===== src/rtl/cfgp_pkg.sv =====
package cfgp_pkg;

    typedef enum logic [1:0] {
        LK_CLOSED = 2'd0,
        LK_HALF   = 2'd1,
        LK_OPEN   = 2'd2
    } lock_st_e;

    typedef enum logic [2:0] {
        FLD_NONE = 3'd0,
        FLD_EN   = 3'd1,
        FLD_BHI  = 3'd2,
        FLD_BLO  = 3'd3,
        FLD_IRQ  = 3'd4
    } dev_fld_e;

    typedef struct packed {
        logic        en;
        logic [15:0] base;
        logic [7:0]  irq;
    } dev_cfg_t;

    localparam logic [7:0] REG_LDN      = 8'h07;
    localparam logic [7:0] REG_CHIP_HI  = 8'h20;
    localparam logic [7:0] REG_CHIP_LO  = 8'h21;
    localparam logic [7:0] REG_VEND_HI  = 8'h22;
    localparam logic [7:0] REG_VEND_LO  = 8'h23;
    localparam logic [7:0] BANK_START   = 8'h30;
    localparam logic [7:0] REG_DEV_EN   = 8'h30;
    localparam logic [7:0] REG_BASE_HI  = 8'h60;
    localparam logic [7:0] REG_BASE_LO  = 8'h61;
    localparam logic [7:0] REG_IRQ_SEL  = 8'h70;

    localparam logic PORT_INDEX = 1'b0;
    localparam logic PORT_DATA  = 1'b1;

    function automatic dev_fld_e decode_field(input logic [7:0] idx);
        dev_fld_e f;
        case (idx)
            REG_DEV_EN:  f = FLD_EN;
            REG_BASE_HI: f = FLD_BHI;
            REG_BASE_LO: f = FLD_BLO;
            REG_IRQ_SEL: f = FLD_IRQ;
            default:     f = FLD_NONE;
        endcase
        return f;
    endfunction

    function automatic logic [7:0] field_value(input dev_cfg_t c, input dev_fld_e f);
        logic [7:0] v;
        case (f)
            FLD_EN:  v = {7'd0, c.en};
            FLD_BHI: v = c.base[15:8];
            FLD_BLO: v = c.base[7:0];
            FLD_IRQ: v = c.irq;
            default: v = 8'h00;
        endcase
        return v;
    endfunction

endpackage


===== src/rtl/cfgp_unlock.sv =====
module cfgp_unlock
    import cfgp_pkg::*;
#(
    parameter logic [7:0] KEY_ON  = 8'h5A,
    parameter logic [7:0] KEY_OFF = 8'hC3
) (
    input  logic       clk,
    input  logic       rst,
    input  logic       idx_wr,
    input  logic [7:0] wdata,
    output logic       unlocked,
    output logic       idx_load
);

    lock_st_e st_q, st_d;

    always_comb begin
        st_d     = st_q;
        idx_load = 1'b0;
        if (idx_wr) begin
            case (st_q)
                LK_CLOSED: st_d = (wdata == KEY_ON) ? LK_HALF : LK_CLOSED;
                LK_HALF:   st_d = (wdata == KEY_ON) ? LK_OPEN : LK_CLOSED;
                LK_OPEN: begin
                    if (wdata == KEY_OFF) st_d = LK_CLOSED;
                    else                  idx_load = 1'b1;
                end
                default:   st_d = LK_CLOSED;
            endcase
        end
    end

    always_ff @(posedge clk) begin
        if (rst) st_q <= LK_CLOSED;
        else     st_q <= st_d;
    end

    assign unlocked = (st_q == LK_OPEN);

endmodule


===== src/rtl/cfgp_dev_bank.sv =====
module cfgp_dev_bank
    import cfgp_pkg::*;
(
    input  logic       clk,
    input  logic       rst,
    input  logic       wr_en,
    input  dev_fld_e   field,
    input  logic [7:0] wdata,
    output dev_cfg_t   cfg
);

    dev_cfg_t cfg_q;

    always_ff @(posedge clk) begin
        if (rst) begin
            cfg_q <= '0;
        end else if (wr_en) begin
            case (field)
                FLD_EN:  cfg_q.en         <= wdata[0];
                FLD_BHI: cfg_q.base[15:8] <= wdata;
                FLD_BLO: cfg_q.base[7:0]  <= wdata;
                FLD_IRQ: cfg_q.irq        <= wdata;
                default: ;
            endcase
        end
    end

    assign cfg = cfg_q;

endmodule


===== src/rtl/cfg_port_ctrl.sv =====
module cfg_port_ctrl
    import cfgp_pkg::*;
#(
    parameter int          NUM_DEV   = 4,
    parameter logic [7:0]  KEY_ON    = 8'h5A,
    parameter logic [7:0]  KEY_OFF   = 8'hC3,
    parameter logic [15:0] CHIP_ID   = 16'h4B21,
    parameter logic [15:0] VENDOR_ID = 16'h1C0E
) (
    input  logic                    clk,
    input  logic                    rst,
    input  logic                    bus_cs,
    input  logic                    bus_addr,
    input  logic                    bus_wr,
    input  logic                    bus_rd,
    input  logic [7:0]              bus_wdata,
    output logic [7:0]              bus_rdata,
    output logic [NUM_DEV-1:0]      dev_enable,
    output logic [16*NUM_DEV-1:0]   dev_base,
    output logic [8*NUM_DEV-1:0]    dev_irq
);

    localparam int BASE_W = 16;
    localparam int IRQ_W  = 8;

    logic       idx_wr, data_wr;
    logic       unlocked, idx_load;
    logic [7:0] idx_q, ldn_q;
    dev_fld_e   fld;
    logic       in_bank;
    logic       ldn_valid;
    dev_cfg_t   sel_cfg;
    dev_cfg_t   cfg_arr [NUM_DEV];

    assign idx_wr  = bus_cs && bus_wr && (bus_addr == PORT_INDEX);
    assign data_wr = bus_cs && bus_wr && (bus_addr == PORT_DATA) && unlocked;

    cfgp_unlock #(
        .KEY_ON  (KEY_ON),
        .KEY_OFF (KEY_OFF)
    ) u_unlock (
        .clk      (clk),
        .rst      (rst),
        .idx_wr   (idx_wr),
        .wdata    (bus_wdata),
        .unlocked (unlocked),
        .idx_load (idx_load)
    );

    always_ff @(posedge clk) begin
        if (rst) begin
            idx_q <= 8'h00;
            ldn_q <= 8'h00;
        end else begin
            if (idx_load) idx_q <= bus_wdata;
            if (data_wr && idx_q == REG_LDN) ldn_q <= bus_wdata;
        end
    end

    assign fld     = decode_field(idx_q);
    assign in_bank = (idx_q >= BANK_START);

    always_comb begin
        ldn_valid = 1'b0;
        sel_cfg   = '0;
        for (int i = 0; i < NUM_DEV; i++) begin
            if (ldn_q == 8'(i)) begin
                ldn_valid = 1'b1;
                sel_cfg   = cfg_arr[i];
            end
        end
    end

    generate
        for (genvar g = 0; g < NUM_DEV; g++) begin : g_dev
            logic bank_we;
            assign bank_we = data_wr && in_bank && (ldn_q == 8'(g));

            cfgp_dev_bank u_bank (
                .clk   (clk),
                .rst   (rst),
                .wr_en (bank_we),
                .field (fld),
                .wdata (bus_wdata),
                .cfg   (cfg_arr[g])
            );

            assign dev_enable[g]                  = cfg_arr[g].en;
            assign dev_base[g*BASE_W +: BASE_W]   = cfg_arr[g].base;
            assign dev_irq[g*IRQ_W +: IRQ_W]      = cfg_arr[g].irq;
        end
    endgenerate

    always_comb begin
        bus_rdata = 8'hFF;
        if (bus_cs && bus_rd && unlocked) begin
            if (bus_addr == PORT_INDEX) begin
                bus_rdata = idx_q;
            end else if (in_bank) begin
                bus_rdata = ldn_valid ? field_value(sel_cfg, fld) : 8'h00;
            end else begin
                case (idx_q)
                    REG_LDN:     bus_rdata = ldn_q;
                    REG_CHIP_HI: bus_rdata = CHIP_ID[15:8];
                    REG_CHIP_LO: bus_rdata = CHIP_ID[7:0];
                    REG_VEND_HI: bus_rdata = VENDOR_ID[15:8];
                    REG_VEND_LO: bus_rdata = VENDOR_ID[7:0];
                    default:     bus_rdata = 8'h00;
                endcase
            end
        end
    end

endmodule


===== config.mk =====
export PLATFORM = sky130hd
export DESIGN_NAME = cfg_port_ctrl
export DESIGN_NICKNAME = d
export VERILOG_FILES = /design/src/rtl/cfgp_pkg.sv /design/src/rtl/cfgp_unlock.sv /design/src/rtl/cfgp_dev_bank.sv /design/src/rtl/cfg_port_ctrl.sv
export SDC_FILE = /design/constraint.sdc
export NUM_CORES = 1
export LEC_CHECK = 0
export ABC_AREA = 1
export BUFFER_PORTS_ARGS = -buffer_cell sky130_fd_sc_hd__buf_2
export CORE_MARGIN = 3
export CORE_UTILIZATION = 43
export DETAILED_ROUTE_END_ITERATION = 16
export HOLD_SLACK_MARGIN = 0.05
export PLACE_DENSITY_LB_ADDON = 0.2
export SYNTH_ARGS = -nofsm -noshare
export SYNTH_HDL_FRONTEND = slang
export SYNTH_SLANG_ARGS = --single-unit

===== constraint.sdc =====
create_clock -name clk -period 1.6 [get_ports clk]
set_input_delay 0 -clock clk [delete_from_list [all_inputs] [get_ports clk]]
set_output_delay 0 -clock clk [all_outputs]
set_load 0.01 [all_outputs]

==> metrics, run 1 <==
outcome finished, violations left; failing checks negative setup slack; first-pass iteration count of the detailed router 5; vias in the first global route a little over 6000; flop-to-flop setup slack -0.32 ns; pins over their slew limit 0; DP Worst Slack -0.2045 ns; drc violations 0; setup violators final 93; io pins 122; Die Height roughly 120 um; area grow syn2layout 58.10%; H-tree depth 4; CP max stage cell dfxtp_4; initial antenna violation count 0; total negative slack -13.92 ns; routed length per instance 19.11 um; grt peak-use layer met2; placed instance count between 1000 and 1500; Period minus WS final ~2.2 ns; Clk network pwr share roughly 53%; worst vdd ir 0.6888 mV; Layout Nets roughly 1100; Avg Cell Area, Syn 6.759 um^2; Synth Area in Compound Gates between 20% and 30%; Post-Synth Adder-Cell Area 0%; Reg power frac 41.6%; #FFs+latches synth ~120; critical path's top delay family simple AND/OR/NAND/NOR gates; post-synthesis net count around 860; crit path launch type flop; drt total wl 23980 um; worst-path fanout max 6; final setup skew approximately 0.009 ns; hold crit path type in -> reg; first-pass GRT wire length roughly 35000 um; Clock Tree Buf Depth 2; share of layout cells above drive strength 1 a little over two fifths; WP data arrival ~2.2 ns; mux contribution to synthesized area 0%; core area about 13000 um^2; non-filler instance count after layout 1255; sw power 1.627 mW; Post-Syn Instances 843; CP required approximately 1.6 ns; DRT antenna net count 0; CTS clock-pin slew for the worst setup and hold paths around 0.05 ns; largest net degree at the start of global routing 70; met3 Track Usage GR a little under 6%; Die X-Extent about 120 um; post-synth top area cell dfxtp_1; post-route cell area 9009 um^2; main combinational cell family by area after synthesis simple AND/OR/NAND/NOR gates; die area roughly 15000 um^2; Post-Route Utilization 70.53%; initial drt markers 669; sw frac a little under a quarter; Pleak ~3.7 nW; post-route worst setup slack -0.5683 ns; synth top area cells dfxtp_1, nand2_1, a21oi_1, o21ai_0, nand3_1; Int Pwr about 5.4 mW; PD cells 785.0 nW/um^2; most numerous cell on the critical path nand2_1; # Max-Cap Violations 0; # rows 41; Synth Area in Simple Gates between 20% and 30%; Worst Tran Pin Value a little under 0.7 ns; Yosys top cell area share between 40 and 50%; sequential share of the synthesized area 41.46%; grt met2 use 47.59%; Slew HR a little over half; Setup CP Type reg -> out; GRT Overall Usage about 31%; CTS root buf clkbuf_16; CTS tree built; routability-driven placement congestion ratio 0.9691; unrepaired setup endpoints after global routing yes; grt met1 use 42.91%; CTS Buf Count 17; Fmax achieved approximately 0.46 GHz; Hold Vio Cnt, Final 0; I/O Buffers 121; critical-path cell list nor2_4, nand2_4, nor2_4, buf_12, nand2_1, o211ai_1, nand3_1, nand4_1, nand2_1, nand2_1, buf_2; Yosys warnings 0; Comb power frac between 5 and 6%; Clock Latency Late Sink 0.43 ns; routed via count ~7000; Synth Cell Area between 5000 and 6000 um^2; GRT Residual Overflow 0; max incr delay on CP 0.35 ns; crit path buf inv count 2; placed cell area a little over 7000 um^2; Final period util 135.5%; DP Wirelength 15630 um; Vias/cell roughly 5.6; clk sinks 118; Distinct cells, synth 27; initial core utilization between 40 and 50%; post-synthesis xor/xnor area fraction 0%; crit path capture type output port; ant diodes 0
==> worst min-delay path, cell delays in order <==
cell     delay, ns
buf_2         0.09
nor4_1        0.05
nand2_1       0.10
nand2_1       0.06
nand2_1       0.09
a21oi_1       0.07
==> sequential cells by signal, indices dropped and copies added, names as in the netlist <==
name / count
g_dev.u_bank.cfg: 100
u_unlock.st_q: 2
idx_q: 8
ldn_q: 8
==> final timing paths <==
| kind | start | end | cells past startpoint |
|---|---|---|---|
| worst max register to register | ldn_q[7]$_SDFFE_PP0P_ | g_dev[2].u_bank.cfg[0]$_SDFFE_PP0P_ | 11 |
| worst min-delay path | bus_wdata[5] | u_unlock.st_q[0]$_SDFFE_PP0P_ | 6 |
| worst min register to register | g_dev[1].u_bank.cfg[14]$_SDFFE_PP0P_ | g_dev[1].u_bank.cfg[14]$_SDFFE_PP0P_ | 2 |
| worst max-delay path | ldn_q[7]$_SDFFE_PP0P_ | bus_rdata[1] | 11 |
==> power groups by stage <==
stage	Sequential (mW)	Clock [mW]	Combinational, mW
2_1_floorplan	3.01	0	0.134
3_3_place_gp	3.01	0	0.267
3_5_place_dp	3.01	0	0.269
4_1_cts	2.95	3.77	0.289
5_1_grt	2.94	3.93	0.381
6_report	2.94	3.77	0.359
==> area by class of cell <==
cell class / count / area (um^2)
flip-flops and latches: 118 / 2391
well taps: 172 / 215.2
clock inverters: 8 / 98.84
fillers: 1040 / 3765
repair inverters: 1 / 6.256
repair buffers: 254 / 1867
multi-input cells: 573 / 3497
clock buffers: 23 / 478.0
inverters: 106 / 455.4
==> stage by stage <==
stage	hold slack, ns	total power, mW
final	0.08574	7.072
after floorplan	0.1485	3.146
after detailed placement	0.2908	3.281
after global routing	0.1114	7.251
after global placement	0.2916	3.279
after CTS	0.05328	7.011
==> per-layer routing <==
metal	vias to the layer above	routed length (um)
li1	3278	-
met1	3261	9690
met2	398	11100
met3	71	2121
met4	0	1071
met5	-	0
==> timing repair <==
item                                    in CTS  in global routing
endpoints found under the setup margin     101                113
resized for setup                           79                246
gates cloned                                 3                  7
buffers inserted                             5                 12
hold buffers                                 8                  0
pin swaps                                   21                 69
endpoints found under the hold margin        7                  0
==> cell families after synthesis <==
| logic type | after synthesis |
|---|---|
| buf+inv | 155 |
| compound gates | 236 |
| simple gates | 334 |
| flops | 118 |
==> layout by cell type, fill, tap and decap left out, types with 20 or more instances in the layout <==
master,count
a21oi_1,94
inv_1,86
buf_2,122
buf_6,38
a21oi_2,37
nand2_2,20
buf_4,76
nand3_1,62
nor2_1,21
o21ai_0,21
dfxtp_1,105
o21ai_2,41
o21ai_1,21
nand2_1,149
==> cells in the mapped netlist <==
master	number
nor3_1	4
nand4_1	18
nor4_1	2
dfxtp_1	118
a31oi_1	8
nand2_1	178
nand3_2	1
nand4_2	1
inv_1	99
nor2_1	32
inv_2	5
a21oi_1	131
and2_1	1
o211ai_1	5
buf_2	17
clkbuf_1	29
o21ai_0	84
nand2_2	5
a21oi_4	1
clkinv_1	2
o21ai_1	2
nor2_2	8
nor2_4	4
a22oi_1	1
nand3_1	80
o2111ai_1	4
buf_4	3
No activity file was read; power rests on OpenSTA's default activity.
==> run 2: changes to the inputs <==
--- a/config.mk
+++ b/config.mk
@@ -9,6 +9,7 @@
 export BUFFER_PORTS_ARGS = -buffer_cell sky130_fd_sc_hd__buf_2
 export CORE_MARGIN = 3
 export CORE_UTILIZATION = 43
+export CTS_BUF_LIST = sky130_fd_sc_hd__clkbuf_4 sky130_fd_sc_hd__clkbuf_8
 export DETAILED_ROUTE_END_ITERATION = 16
 export HOLD_SLACK_MARGIN = 0.05
 export PLACE_DENSITY_LB_ADDON = 0.2
==> run 2 against run 1 <==
  * The flow still finishes with violations (negative setup slack)
  * First-iteration DRC count decreased by 14%
  * Global-route usage decreased by 0.33 points
  * Largest cell class unchanged
  * Die area unchanged
  * Count of clock-buffer cells in the layout unchanged
  * Non-clock buffer count increased by 6
  * Critical endpoint is now bus_rdata[5]
==> metrics, run 2 (synthesized netlist as in run 1, its figures left out) <==
outcome finished, violations left; failing checks negative setup slack; Final period util 136.5%; Pleak between 3 and 4 nW; worst vdd ir 0.6544 mV; number of flip-flops in the largest register 100; hold_sp rst; post-route worst setup slack -0.5836 ns; Hold Crit Endpoint g_dev[1].u_bank.cfg[0]$_SDFFE_PP0P_; final setup skew 0.01183 ns; Vias/cell approximately 5.6; largest net degree at the start of global routing 70; Slew HR approximately half; core area ~13000 um^2; crit path launch type flop; CTS Buf Count 17; Clock Tree Buf Depth 2; Period minus WS final 2.184 ns; area grow syn2layout 56.35%; first-pass iteration count of the detailed router 5; Die Height 121.1 um; Hold Vio Cnt, Final 0; clk sinks between 100 and 150; most numerous cell on the critical path nand2_1; WP data arrival between 2 and 2.5 ns; routed length per instance 18.87 um; drc violations 0; crit path capture type output port; CTS root buf clkbuf_8; initial drt markers between 500 and 600; WHS Path Cells 5; Fmax achieved about 0.46 GHz; Power Total between 6 and 7 mW; RR Endpoint g_dev[0].u_bank.cfg[17]$_SDFFE_PP0P_; I/O Buffers between 100 and 150; critical path's top delay family simple AND/OR/NAND/NOR gates; max incr delay on CP roughly 0.34 ns; commonest non-fill, non-tap cell in the layout nand2_1; Worst Tran Pin Value 0.7598 ns; crit path buf inv count 3; ant diodes 0; CTS clock-pin slew for the worst setup and hold paths roughly 0.07 ns; routability-driven placement congestion ratio roughly 0.97; CP required ~1.6 ns; Critical R2R Launch ldn_q[4]$_SDFFE_PP0P_; # rows between 40 and 50; routed via count between 7000 and 8000; drt total wl roughly 24000 um; pins over their slew limit 0; Die X-Extent 121.1 um; Clock Latency Late Sink ~0.45 ns; FILL cells roughly 1100; Post-Route Utilization between 60% and 70%; hold crit path type in -> reg; H-tree depth 4; CP Depth 12; io pins 122; initial core utilization between 40 and 50%; die area roughly 15000 um^2; DP Wirelength between 15000 and 20000 um; first-pass GRT wire length around 35000 um; most frequent cells in the layout nand2_1, buf_2, dfxtp_1; GRT Residual Overflow 0; CP max stage cell dfxtp_2; CTS tree built; unrepaired setup endpoints after global routing yes; setup violators final 93; vias in the first global route a little over 6000; worst-path fanout max 6; FF/Latch Area between 2000 and 2500 um^2; # Max-Cap Violations 0; DRT antenna net count 0; critical-path cell list nor2_4, nand2_4, nor2_4, buf_6, clkbuf_16, nand2_1, nand3_2, nand3_2, nand4_1, nand2_1, nand2_1, buf_2; share of layout cells above drive strength 1 44.17%; flop-to-flop setup slack -0.19 ns; Setup CP Type reg -> out; area of the multi-input gates 3518 um^2; GRT Overall Usage a little under a third; PD cells 682.3 nW/um^2; Layout Nets ~1100; initial antenna violation count 0; reg2reg path depth 9
-- run 2: cell types whose count changed in the layout (fill, tap and decap cells not counted), sizes merged --
| cell | delta |
|---|---|
| dlygate4sd3 | +4 |
| buf | +1 |
| inv | -1 |
| clkbuf | +1 |
| nand2 | -1 |
| clkinv | +2 |
-- run 2: per-layer routing --
metal / up-vias / GRT usage (%) / wire length (um) / part of all wire [%]
li1: 3275 / - / - / -
met1: 3329 / 42.34 / 9665 / 41
met2: 397 / 47.62 / 11150 / 47
met3: 59 / 6.107 / 2162 / 9.1
met4: 0 / 13.10 / 820 / 3.4
met5: - / 0 / 0 / 0
-- run 2: metrics by stage --
stage	setup TNS (ns)	hold slack (ns)	instances	area, um^2	worst slack, ns
2_1_floorplan	-0.007739	0.1485	843	5802	-0.001949
3_3_place_gp	-8.266	0.2916	1193	7241	-0.1617
3_5_place_dp	-9.786	0.2908	1193	7241	-0.2045
4_1_cts	-6.647	0.05883	1243	8064	-0.5359
5_1_grt	-21.04	0.1098	1261	8909	-0.7047
6_report	-11.84	0.08385	1261	8909	-0.5836
-- run 2: layout make-up --
class | instances | share of cell area (%)
multi-input cells | 572 | 39.49
flip-flops and latches | 118 | 26.80
repair buffers | 260 | 21.81
inverters | 106 | 4.916
clock buffers | 23 | 3.343
well taps | 172 | 2.416
clock inverters | 8 | 1.110
repair inverters | 2 | 0.1124
-- run 2: timing repair --
action | 4_1_cts | 5_1_grt
buffers inserted | 6 | 13
hold buffers | 12 | 0
resized for setup | 89 | 221
cloned | 3 | 7
endpoints found under the hold margin | 27 | 0
endpoints found under the setup margin | 103 | 121
pin swaps | 24 | 55
-- run 2: worst max-delay path by stage --
stage | slack, ns | from | endpoint
after floorplan | -0.002 | idx_q[2]$_SDFFE_PP0P_ | g_dev[1].u_bank.cfg[18]$_SDFFE_PP0P_
after global placement | -0.16 | ldn_q[5]$_SDFFE_PP0P_ | bus_rdata[2]
after global routing | -0.70 | ldn_q[4]$_SDFFE_PP0P_ | bus_rdata[5]
final | -0.58 | ldn_q[4]$_SDFFE_PP0P_ | bus_rdata[5]
after detailed placement | -0.20 | ldn_q[7]$_SDFFE_PP0P_ | bus_rdata[4]
after CTS | -0.54 | ldn_q[4]$_SDFFE_PP0P_ | bus_rdata[5]
-- run 2: where the power goes --
part | switching (mW) | internal [mW]
logic | 0.242 | 0.114
registers | 0.00415 | 2.94
clock network | 1.24 | 1.54
-- run 2: worst min-delay path, delay by kind of cell --
kind	cells	cell delay, ns
AOI/OAI and AO/OA	2	0.13
buffers and inverters	3	0.36
==> run 3: changes to the inputs <==
--- a/config.mk
+++ b/config.mk
@@ -11,6 +11,7 @@
 export CORE_UTILIZATION = 43
 export CTS_BUF_LIST = sky130_fd_sc_hd__clkbuf_4 sky130_fd_sc_hd__clkbuf_8
 export DETAILED_ROUTE_END_ITERATION = 16
+export GPL_TIMING_DRIVEN = 0
 export HOLD_SLACK_MARGIN = 0.05
 export PLACE_DENSITY_LB_ADDON = 0.2
 export SYNTH_ARGS = -nofsm -noshare
==> run 3 against run 2 <==
  * The flow still finishes with violations (negative setup slack)
  * Via count is essentially flat
  * Critical path depth is the same
  * Non-clock buffer count shrank 16
  * Utilization shrank 4.9 points
  * Final cell count shrank 1.7%
  * Sequential share of layout area grew 2.0 points
  * Wire length grew 2.4%
==> metrics, run 3 (synthesized netlist as in run 1, its figures left out) <==
CTS Buf Count 17; Metal-1 WL between 10000 and 15000 um; Power Total 5.648 mW; Vias/cell between 5 and 6; commonest non-fill, non-tap cell in the layout nand2_1; I/O Buffers approximately 120; Die Height ~120 um; Clock Tree Buf Depth 2; Layout Nets between 1000 and 1500; Final period util 141.8%; Setup CP Type reg -> out; Hold Vio Cnt, Final 0; ant diodes 0; first-pass iteration count of the detailed router 6; clk sinks 118; CP required 1.60 ns; io pins 122; crit path capture type output port; CP max stage cell dfxtp_4; CTS tree built; Die X-Extent approximately 120 um; routed via count between 7000 and 8000; Slew HR 36.02%; outcome finished, violations left; first-pass GRT wire length 35640 um; DR WL met2 around 11000 um; critical-path cell list buf_6, nand2_4, nor2_4, nand2_4, buf_6, buf_6, o211ai_1, nand2_1, nand4_1, nand2_1, nand2_1, buf_2; routability-driven placement congestion ratio between 1 and 1.5; CTS clock-pin slew for the worst setup and hold paths 0.06 ns; post-route worst setup slack -0.6693 ns; worst-path fanout max 5; WP data arrival about 2.3 ns; FILL cells 1133; # rows 41; area grow syn2layout 45.26%; failing checks negative setup slack; hold crit path type in -> reg; Fmax achieved 0.4407 GHz; Pleak between 3 and 4 nW; Clock Latency Late Sink ~0.46 ns; CP startpoint ldn_q[0]$_SDFFE_PP0P_; non-filler instance count after layout approximately 1200; drc violations 0; die area 14670 um^2; unrepaired setup endpoints after global routing yes; crit path launch type flop; setup violators final 95; core area 12770 um^2; H-tree depth 4; Period minus WS final 2.269 ns; pins over their slew limit 0; GRT Residual Overflow 0; vias in the first global route between 6000 and 7000; most frequent cells in the layout nand2_1, buf_2, a21oi_1; final setup skew between 0.015 and 0.02 ns; # Max-Cap Violations 0; initial antenna violation count 0; DRT antenna net count 0; largest net degree at the start of global routing 17; Worst Tran Pin Value ~0.96 ns; crit path buf inv count 4; PD cells 682.4 nW/um^2; met3 wire len about 2200 um; initial drt markers 825; Top Layer Used met4; initial core utilization around 45%; share of layout cells above drive strength 1 between 30% and 40%; drt total wl about 24000 um; hold_sp bus_wdata[0]; worst vdd ir 0.5116 mV; placed instance count between 1000 and 1500; number of flip-flops in the largest register 100; DP Wirelength around 17000 um; critical path's top delay family simple AND/OR/NAND/NOR gates; GRT Overall Usage 32.45%; routed length per instance between 15 and 20 um; CTS root buf clkbuf_8; max incr delay on CP roughly 0.37 ns; Critical R2R Launch ldn_q[6]$_SDFFE_PP0P_
-- run 3: cell count changes in the layout (fill, tap and decap cells not counted), sizes merged, moves of 2 or more --
cell,before,now
buf,246,204
bufinv,2,0
clkbuf,25,52
clkinv,10,6
inv,102,104
-- run 3: final cells by class --
class	instances	area, um^2	area share, %
multi-input combinational	570	3253	39.30
sequential	118	2387	28.84
timing repair buffer	195	1313	15.86
inverter	106	425.4	5.140
buffer	49	355.3	4.293
clock buffer	25	300.3	3.628
tap	172	215.2	2.600
clock inverter	5	27.53	0.3326
-- run 3: through the flow --
stage | hold slack (ns) | utilization, % | setup slack, ns | instance area, um^2 | TNS, ns
2_1_floorplan | 0.1485 | - | -0.001949 | 5802 | -0.007739
3_3_place_gp | 0.3604 | 51.73 | -0.6726 | 6608 | -32.65
3_5_place_dp | 0.3644 | 51.73 | -0.6697 | 6608 | -33.43
4_1_cts | 0.06503 | 61.66 | -0.6542 | 7876 | -18.08
5_1_grt | 0.1785 | 64.80 | -0.7135 | 8277 | -28.60
6_report | 0.1232 | 64.80 | -0.6693 | 8277 | -21.18
-- run 3: worst paths after layout --
path,end,slack (ns),depth (start not counted)
min,u_unlock.st_q[1]$_SDFFE_PP0P_,0.12,6
min reg2reg,g_dev[1].u_bank.cfg[6]$_SDFFE_PP0P_,0.47,2
max,bus_rdata[5],-0.67,12
max reg2reg,g_dev[3].u_bank.cfg[1]$_SDFFE_PP0P_,-0.28,12
-- run 3: timing repair --
item | CTS | global route
hold endpoints to repair | 39 | 8
gates resized for setup | 141 | 97
setup buffers | 41 | 18
hold buffers | 11 | 4
pin swaps | 39 | 41
endpoints found under the setup margin | 116 | 125
gates cloned | 6 | 1
-- run 3: layer usage --
metal,global-route usage [%],vias to the layer above
met3,6.527,97
li1,-,3243
met1,43.45,3244
met4,15.86,0
met2,49.84,477
met5,0,-
-- run 3: worst register-to-register path, cell delays in order (launching register included) --
cell and delay, ns:
dfxtp_2 0.34, nor2_4 0.14, nand2_4 0.11, buf_6 0.14
nor2_4 0.23, buf_6 0.17, buf_6 0.10, nand2_4 0.06
nor2_4 0.13, inv_2 0.06, buf_2 0.15, nand2_1 0.06
a21oi_1 0.05
-- run 3: power by group --
| group | internal (mW) | total [mW] | leakage [nW] | switching [mW] |
|---|---|---|---|---|
| sequential | 2.94 | 2.94 | 0.958 | 0.00540 |
| combinational | 0.0858 | 0.331 | 2.27 | 0.245 |
| clock | 1.20 | 2.37 | 0.177 | 1.17 |
| total | 4.22 | 5.65 | 3.41 | 1.42 |
